## config.mk

```make
export PLATFORM = sky130hd
export DESIGN_NAME = pin_bank
export DESIGN_NICKNAME = d
export VERILOG_FILES = /design/src/rtl/pin_bank_pkg.sv /design/src/rtl/pin_bank_regs.sv /design/src/rtl/pin_bank_resolve.sv /design/src/rtl/pin_bank_events.sv /design/src/rtl/pin_bank.sv
export SDC_FILE = /design/constraint.sdc
export NUM_CORES = 2
export LEC_CHECK = 0
export BUFFER_PORTS_ARGS = -buffer_cell sky130_fd_sc_hd__buf_4
export CELL_PAD_IN_SITES_DETAIL_PLACEMENT = 1
export CELL_PAD_IN_SITES_GLOBAL_PLACEMENT = 1
export CORE_MARGIN = 2
export CORE_UTILIZATION = 48
export CTS_CLUSTER_DIAMETER = 80
export DETAILED_ROUTE_END_ITERATION = 10
export PLACE_DENSITY = 0.95
export SKIP_LAST_GASP = 1
export SYNTH_ARGS = -nofsm -noshare
export SYNTH_HDL_FRONTEND = slang
export SYNTH_SLANG_ARGS = --single-unit
```

## constraint.sdc

```tcl
create_clock -name clk -period 5.3 [get_ports clk]
set_input_delay 0.265 -clock clk [delete_from_list [all_inputs] [get_ports clk]]
set_output_delay 0.265 -clock clk [all_outputs]
set_load 0.01 [all_outputs]
```

## src/rtl/pin_bank_pkg.sv

```systemverilog
package pin_bank_pkg;

    localparam int unsigned GP_W    = 32;
    localparam int unsigned LAST_IX = 16;

    typedef enum logic [4:0] {
        RG_VALUE, RG_IN_EN, RG_OUT_EN, RG_DRIVE, RG_PULL, RG_STRENGTH,
        RG_RISE_EN, RG_RISE_PEND, RG_FALL_EN, RG_FALL_PEND,
        RG_HI_EN, RG_HI_PEND, RG_LO_EN, RG_LO_PEND,
        RG_ALT_EN, RG_ALT_SEL, RG_INVERT, RG_NONE
    } reg_sel_e;

    typedef struct packed {
        logic [GP_W-1:0] in_en;
        logic [GP_W-1:0] out_en;
        logic [GP_W-1:0] drive;
        logic [GP_W-1:0] pull;
        logic [GP_W-1:0] strength;
        logic [GP_W-1:0] alt_en;
        logic [GP_W-1:0] alt_sel;
        logic [GP_W-1:0] invert;
        logic [GP_W-1:0] rise_en;
        logic [GP_W-1:0] fall_en;
        logic [GP_W-1:0] hi_en;
        logic [GP_W-1:0] lo_en;
    } ctrl_t;

    typedef struct packed {
        logic [GP_W-1:0] rise;
        logic [GP_W-1:0] fall;
        logic [GP_W-1:0] hi;
        logic [GP_W-1:0] lo;
    } pend_t;

    function automatic reg_sel_e decode_word(input logic aligned, input int unsigned idx);
        if (!aligned || idx > LAST_IX) return RG_NONE;
        return reg_sel_e'(idx[4:0]);
    endfunction

endpackage

```

## src/rtl/pin_bank_regs.sv

```systemverilog
module pin_bank_regs
    import pin_bank_pkg::*;
(
    input  logic            clk,
    input  logic            rst,
    input  logic            wr,
    input  reg_sel_e        sel,
    input  logic [GP_W-1:0] wdata,
    output ctrl_t           ctrl,
    output pend_t           clr
);

    always_ff @(posedge clk) begin
        if (rst) begin
            ctrl <= '0;
        end else if (wr) begin
            case (sel)
                RG_IN_EN:    ctrl.in_en    <= wdata;
                RG_OUT_EN:   ctrl.out_en   <= wdata;
                RG_DRIVE:    ctrl.drive    <= wdata;
                RG_PULL:     ctrl.pull     <= wdata;
                RG_STRENGTH: ctrl.strength <= wdata;
                RG_RISE_EN:  ctrl.rise_en  <= wdata;
                RG_FALL_EN:  ctrl.fall_en  <= wdata;
                RG_HI_EN:    ctrl.hi_en    <= wdata;
                RG_LO_EN:    ctrl.lo_en    <= wdata;
                RG_ALT_EN:   ctrl.alt_en   <= wdata;
                RG_ALT_SEL:  ctrl.alt_sel  <= wdata;
                RG_INVERT:   ctrl.invert   <= wdata;
                default: ;
            endcase
        end
    end

    always_comb begin
        clr = '0;
        if (wr) begin
            case (sel)
                RG_RISE_PEND: clr.rise = wdata;
                RG_FALL_PEND: clr.fall = wdata;
                RG_HI_PEND:   clr.hi   = wdata;
                RG_LO_PEND:   clr.lo   = wdata;
                default: ;
            endcase
        end
    end

endmodule

```

## src/rtl/pin_bank_resolve.sv

```systemverilog
module pin_bank_resolve
    import pin_bank_pkg::*;
(
    input  logic [GP_W-1:0] in_en,
    input  logic [GP_W-1:0] out_en,
    input  logic [GP_W-1:0] drive,
    input  logic [GP_W-1:0] invert,
    input  logic [GP_W-1:0] pull,
    input  logic [GP_W-1:0] ext_valid,
    input  logic [GP_W-1:0] ext_data,
    output logic [GP_W-1:0] pad,
    output logic [GP_W-1:0] sample,
    output logic [GP_W-1:0] short_flag
);

    for (genvar i = 0; i < GP_W; i++) begin : g_pin
        logic own_level;
        assign own_level     = out_en[i] & (drive[i] ^ invert[i]);
        assign pad[i]        = ext_valid[i] ? ext_data[i]
                             : (out_en[i] ? own_level : pull[i]);
        assign sample[i]     = in_en[i] & pad[i];
        assign short_flag[i] = ext_valid[i] & out_en[i];
    end

    always_comb begin
        AST_EXT_WINS: assert (((pad ^ ext_data) & ext_valid) == '0);
    end

endmodule

```

## src/rtl/pin_bank_events.sv

```systemverilog
module pin_bank_events
    import pin_bank_pkg::*;
(
    input  logic            clk,
    input  logic            rst,
    input  logic [GP_W-1:0] sample,
    input  pend_t           clr,
    input  pend_t           en,
    output logic [GP_W-1:0] value_q,
    output pend_t           pend,
    output logic [GP_W-1:0] irq
);

    always_ff @(posedge clk) begin
        if (rst) begin
            value_q <= '0;
            pend    <= '0;
        end else begin
            value_q   <= sample;
            pend.hi   <= (pend.hi   & ~clr.hi)   | sample;
            pend.lo   <= (pend.lo   & ~clr.lo)   | ~sample;
            pend.rise <= (pend.rise & ~clr.rise) | (sample & ~value_q);
            pend.fall <= (pend.fall & ~clr.fall) | (~sample & value_q);
        end
    end

    assign irq = (pend.hi & en.hi) | (pend.lo & en.lo)
               | (pend.rise & en.rise) | (pend.fall & en.fall);

    AST_HI_STICKY: assert property (@(posedge clk) disable iff (rst)
        (clr.hi == '0) |=> ((pend.hi & $past(pend.hi)) == $past(pend.hi)));

    AST_RISE_NEEDS_EDGE: assert property (@(posedge clk) disable iff (rst)
        1'b1 |=> ((pend.rise & ~$past(pend.rise) & ~$past(sample & ~value_q)) == '0));

    AST_EVENT_BEATS_CLEAR: assert property (@(posedge clk) disable iff (rst)
        1'b1 |=> ((($past(sample)) & ~pend.hi) == '0));

endmodule

```

## src/rtl/pin_bank.sv

```systemverilog
module pin_bank
    import pin_bank_pkg::*;
#(
    parameter int unsigned ADDR_W = 8
) (
    input  logic              clk,
    input  logic              rst,
    input  logic [ADDR_W-1:0] bus_addr,
    input  logic              bus_wr,
    input  logic [GP_W-1:0]   bus_wdata,
    input  logic              bus_rd,
    output logic [GP_W-1:0]   bus_rdata,
    input  logic [GP_W-1:0]   ext_valid,
    input  logic [GP_W-1:0]   ext_data,
    output logic [GP_W-1:0]   pad_level,
    output logic [GP_W-1:0]   short_flag,
    output logic [GP_W-1:0]   irq
);

    reg_sel_e        sel;
    ctrl_t           ctrl;
    pend_t           clr;
    pend_t           pend;
    pend_t           en;
    logic [GP_W-1:0] sample;
    logic [GP_W-1:0] value_q;

    assign sel = decode_word(bus_addr[1:0] == 2'b00, int'(bus_addr[ADDR_W-1:2]));

    pin_bank_regs u_regs (
        .clk   (clk),
        .rst   (rst),
        .wr    (bus_wr),
        .sel   (sel),
        .wdata (bus_wdata),
        .ctrl  (ctrl),
        .clr   (clr)
    );

    pin_bank_resolve u_resolve (
        .in_en      (ctrl.in_en),
        .out_en     (ctrl.out_en),
        .drive      (ctrl.drive),
        .invert     (ctrl.invert),
        .pull       (ctrl.pull),
        .ext_valid  (ext_valid),
        .ext_data   (ext_data),
        .pad        (pad_level),
        .sample     (sample),
        .short_flag (short_flag)
    );

    assign en.rise = ctrl.rise_en;
    assign en.fall = ctrl.fall_en;
    assign en.hi   = ctrl.hi_en;
    assign en.lo   = ctrl.lo_en;

    pin_bank_events u_events (
        .clk     (clk),
        .rst     (rst),
        .sample  (sample),
        .clr     (clr),
        .en      (en),
        .value_q (value_q),
        .pend    (pend),
        .irq     (irq)
    );

    always_ff @(posedge clk) begin
        if (rst) begin
            bus_rdata <= '0;
        end else if (bus_rd) begin
            case (sel)
                RG_VALUE:     bus_rdata <= value_q;
                RG_IN_EN:     bus_rdata <= ctrl.in_en;
                RG_OUT_EN:    bus_rdata <= ctrl.out_en;
                RG_DRIVE:     bus_rdata <= ctrl.drive;
                RG_PULL:      bus_rdata <= ctrl.pull;
                RG_STRENGTH:  bus_rdata <= ctrl.strength;
                RG_RISE_EN:   bus_rdata <= ctrl.rise_en;
                RG_RISE_PEND: bus_rdata <= pend.rise;
                RG_FALL_EN:   bus_rdata <= ctrl.fall_en;
                RG_FALL_PEND: bus_rdata <= pend.fall;
                RG_HI_EN:     bus_rdata <= ctrl.hi_en;
                RG_HI_PEND:   bus_rdata <= pend.hi;
                RG_LO_EN:     bus_rdata <= ctrl.lo_en;
                RG_LO_PEND:   bus_rdata <= pend.lo;
                RG_ALT_EN:    bus_rdata <= ctrl.alt_en;
                RG_ALT_SEL:   bus_rdata <= ctrl.alt_sel;
                RG_INVERT:    bus_rdata <= ctrl.invert;
                default:      bus_rdata <= '0;
            endcase
        end
    end

    AST_VALUE_TRACKS_SAMPLE: assert property (@(posedge clk) disable iff (rst)
        1'b1 |=> (value_q == $past(ctrl.in_en & pad_level)));

    AST_UNMAPPED_ZERO: assert property (@(posedge clk) disable iff (rst)
        (bus_rd && sel == RG_NONE) |=> (bus_rdata == '0));

    AST_IRQ_NEEDS_PEND: assert property (@(posedge clk) disable iff (rst)
        ((irq & ~(pend.hi | pend.lo | pend.rise | pend.fall)) == '0));

    AST_SHORT_NEEDS_EXT: assert property (@(posedge clk) disable iff (rst)
        ((short_flag & ~ext_valid) == '0));

endmodule

```

-- Yosys cells after proc, flatten, opt, wreduce, memory -nomap -nowiden
Cells that the tools add are included.
- flip-flop bits (word level): 576
- bits in latches: 0
- memory bits (writable): 0
- ROM bits: 0
- bits of input ports: 108
- word-level logic and storage cells: 275
- memories: 0
- add/subtract/negate cells: 0
- $mul: 0
- divide/modulo/power cells: 0
- $lt $le $gt $ge: 1
- equality and inequality tests: 16
- shifts and indexed selects: 0
- muxes and demuxes: 73
- bitwise logic cells: 151
- reductions and logical operators: 16
- operators by type and width (cell ; number):
    $pmux 32 s17 ; 1
    $and 32x32->32 ; 10
    $or 32x32->32 ; 7
    $not 32->32 ; 6
    $mux 128 ; 1
    $mux 32 ; 4
    $and 1x1->1 ; 96
    $mux 1 ; 65
    $eq 5x4->1 const B ; 8
    $xor 1x1->1 ; 32
    $reduce_and 2->1 ; 12
    $eq 5x3->1 const B ; 4
    $eq 5x2->1 const B ; 2
    $mux 5 ; 2
    $gt 6x5->1 const B ; 1
    $eq 5x1->1 const B ; 1
    $eq 5x5->1 const B ; 1
    $logic_not 5->1 ; 1
    $logic_not 2->1 ; 1
    $logic_not 1->1 ; 1
    $logic_or 1x1->1 ; 1

-- Longest topological paths before layout
- word-level depth: 11
- depth in mapped cells: 10

-- Modules after synthesis
A second synthesis with hierarchy kept.
- cells, all modules: 3308
- area, all modules: 30189.0 um^2
- by module, submodules not included (module ; times used ; cells an instance ; area an instance (um^2) ; seq. area each (um^2)):
    pin_bank_regs ; 1 ; 1507 ; 15497.4 ; 7687.4
    pin_bank_events ; 1 ; 658 ; 6307.3 ; 3203.1
    pin_bank ; 1 ; 823 ; 6062.1 ; 640.6
    pin_bank_resolve ; 1 ; 320 ; 2322.2 ; 0.0

-- Worst setup path after synthesis
No wires, ideal clock.
- path kind: input port to flip-flop
- start: input bus_addr[4]
- end: register bus_rdata[11]
- setup time: 0.132 ns
- data arrival time: 1.912 ns
- setup slack: 3.256 ns
- cell stages on the path: 9
- path through: buf_2 > buf_2 > buf_4 > buf_4 > buf_2 > mux2i_1 > nor2_1 > a2111oi_0 > a31oi_1
- word-level cells in the longest chain between the ends: 6
- ends and longest elaborated chain (what ; line ; text):
    from (decl) ; pin_bank.sv:8 ; input logic [ADDR_W-1:0] bus_addr,
    $gt 6x5->1 ; pin_bank_pkg.sv:36 ; if (!aligned || idx > LAST_IX) return RG_NONE;
    $logic_or 1x1->1 ; pin_bank_pkg.sv:36 ;
    $mux 1 ; pin_bank_pkg.sv:36 ;
    $mux 5 (*) ; pin_bank_pkg.sv:37 ; return reg_sel_e'(idx[4:0]);
    $eq 5x5->1, or another cell as far along ; pin_bank.sv:73 ; case (sel)
    $pmux 32 s17 (*) ; pin_bank.sv:73 ;
    to (signal assigned) ; pin_bank.sv:74 ; RG_VALUE: bus_rdata <= value_q;
    to (signal assigned) ; pin_bank.sv:75 ; RG_IN_EN: bus_rdata <= ctrl.in_en;
    to (signal assigned) ; pin_bank.sv:76 ; RG_OUT_EN: bus_rdata <= ctrl.out_en;
    to (decl) ; pin_bank.sv:12 ; output logic [GP_W-1:0] bus_rdata,
Every way passes the cells marked *; elsewhere a longest branch is shown, timed or not.
A chain may end at the register's enable or synchronous reset.

-- Worst setup path after layout
- start: input bus_addr[4]
- end: register u_regs.ctrl[118] (netlist name)
- word-level cells in the longest chain between the ends: 6
- ends and longest elaborated chain (what ; line ; text):
    $gt 6x5->1 ; pin_bank_pkg.sv:36 ;
    $logic_or 1x1->1 ; pin_bank_pkg.sv:36 ;
    $mux 1 ; pin_bank_pkg.sv:36 ;
    $mux 5 (*) ; pin_bank_pkg.sv:37 ;
    $eq 5x3->1 (*) ; pin_bank_regs.sv:17 ; case (sel)
    $reduce_and 2->1 (no source line) (*) ; -- ;
Marks and branches as above.

==> out/summary.txt <==
Final worst setup slack: 1.52 ns
Wire length per cell: 31.8 microns
Switch share: 25.3%
Slew @ Worst Pin: 1.54 ns
Final setup viols: 0
Initial Utilization: 48.5%
Total Wirelength: 139000 microns
NumNets Final: 3661
Async set-reset flop share out of synthesis: 0%
Cells after synthesis: 3425
Clk slew on worst S/H paths: 0.07 ns
Die area: 57500 sq um
Fill count: 6618
EDFF count, synth: 0
Vias in the first global route: 31300
Required time of the critical path: 5.89 ns
R2r setup slk: 2.67 ns
Total Power: 9.65 mW
Min-delay worst type: in2reg
Post-DRT Antenna Nets: 0
Clock power frac: 48.7%
Slew Limit Fails: 15
Clock Latency Late Sink: 0.71 ns
CTS Buf Count: 61
Core footprint: 55000 sq um
Tcrit/Tclk final: 71.3%
Io pins: 236
Register area: 11500 sq um
Sequential power share: 45.2%
Fraction of layout cells with a size suffix above 1: 14.3%
Worst slew margin relative to its limit: -2.93%
Clk sinks: 576
CTS resizes: 0
Yosys top cell area share: 43.2%
Peak supply drop: 0.285 mV
Multi-input gate area: 14000 sq um
Post-DP HPWL: 84300 microns
Synth cell types: 76
P_int: 7.21 mW
Residual DRC: 2
Unrepaired setup endpoints after global routing: false
Total GRT Usage: 47.5%
Total grt overflow: 0
Seq/Total Area, Yosys: 43.2%
Average footprint of a synthesized cell: 7.79 sq um
Post-Route Setup TNS: 0 ns
Worst Setup SP: bus_addr[4]
Non-Filler Instances: 4361
Largest area contributor in the netlist: dfxtp_1
GPL Wtd Cong: 1.02
Number of synthesis warnings: 0
Failing checks: DRC, capacitance limit, slew limit
Initial antenna violation count: 13
Critical Path Fanout Max: 36
Port Buf Inserts: 235
CP endpoint kind: flop
Commonest non-fill, non-tap cells in the layout: nand2_1, dfxtp_1, a21oi_1, buf_4, o21ai_0
Placement Setup Slack: 1.49 ns
Maximum clock frequency: 0.265 GHz
Gate power share: 6.1%
Vias: 31200
Status: finished with violations
Min-delay src: ext_data[30]
Power per cell area: 308 nW/um^2
Largest net degree at the start of global routing: 148
Pre-antenna DRT Iters: 11
Die Y: 240 microns
H-tree levels: 2
Synth-to-layout area growth: 17.6%
Root cell of the clock tree: clkbuf_16
CTS tree: yes
Initial DRC Count: 4982
Vias per cell: 7.15
Startpoint types: primary input
Placed cells: 4205
Main area contributors after synthesis: dfxtp_1, nand2_1, a21oi_1
Most common cell after layout, fill and taps aside: nand2_1
First-pass GRT wire length: 202000 microns
Fin crit period: 3.78 ns
Setup Skew: 0.0261 ns
NetSw: 2.44 mW
Post-Syn Nets: 3533
Clock tree buffer depth: 3
Setup Buffers After CTS: 0
Crit path DAT: 4.37 ns
R2r startpoint: u_regs.ctrl[292]
Max-cap violations: 3
Lkg Pwr: 10.6 nW
Die width: 240 microns
Rows: 86
Final Hold Violating Endpoints: 0
Cell area after synthesis: 26700 sq um
Synth Flop Type: dfxtp_1
Crit Path Class: in2reg
Number of synthesized register bits: 576
## final timing paths
kind              cells past startpoint           endpoint
setup reg to reg                      5  u_events.pend[68]
hold / removal                        4  u_events.pend[30]
hold reg to reg                       2   u_regs.ctrl[232]
setup / recovery                      8   u_regs.ctrl[118]
## power by group through the flow
stage	sequential, mW	clock (mW)	combinational, mW
detailed placement	4.46	0	0.515
global placement	4.46	0	0.507
CTS	4.36	4.61	0.540
global route	4.36	4.81	0.585
floorplan	4.45	0	0.266
finish	4.36	4.70	0.585
## layer usage
metal | share of wire (%) | GRT usage (%)
met5 | 0.086 | 0.952
met4 | 9.7 | 35.8
met3 | 15 | 23.3
met2 | 41 | 68.4
met1 | 34 | 53.8
## kinds of logic after synthesis
group	share of synthesized area [%]
AO/OA/AOI/OAI	24.4
multiplexers	4.70
AND/OR/NAND/NOR	22.0
buffers and inverters	4.62
XOR/XNOR	1.05
flip-flops	43.2
## worst max-delay path: stages
cell,delay [ns]
buf_4,0.53
buf_4,0.50
nor2b_2,0.24
buf_4,0.43
nand2_1,0.61
nor2_4,1.18
nand2_1,0.24
a21oi_1,0.27
## flip-flops by register name, indices dropped and copies added (netlist names)
| signal | count |
|---|---|
| u_events.pend | 128 |
| u_events.value_q | 32 |
| bus_rdata | 32 |
| u_regs.ctrl | 384 |
## per-stage QoR
step / instance area [sq um] / utilization (%) / hold slack (ns)
detailed placement: 28900 / 52.5 / 0.447
global route: 31300 / 57.0 / 0.0331
finish: 31300 / 57.0 / 0.00544
floorplan: 26700 / - / 0.405
global placement: 28900 / 52.5 / 0.440
CTS: 31300 / 56.9 / 0.0417
## what timing repair did
item,CTS,global route
hold buffers,32,0
endpoints found under the hold margin,357,0
endpoints found under the setup margin,0,0
## synth_stat cells, drive strengths merged, types with 45 or more instances
cell type / instances
nand2: 937
dfxtp: 576
a21oi: 487
o21ai: 211
clkbuf: 177
a22oi: 114
nor2: 106
buf: 100
mux2i: 87
and2: 71
nand3: 48
a31oi: 47
a211oi: 45
## layout make-up
cell class              instances  area share [%]
multi-input cells            2569            44.7
flip-flops and latches        576            36.8
repair buffers                342            8.67
clock buffers                  89            5.63
well taps                     748            2.99
clock inverters                25            1.13
diodes                          9          0.0718
inverters                       3          0.0359
(Power assumes the default switching activity.)
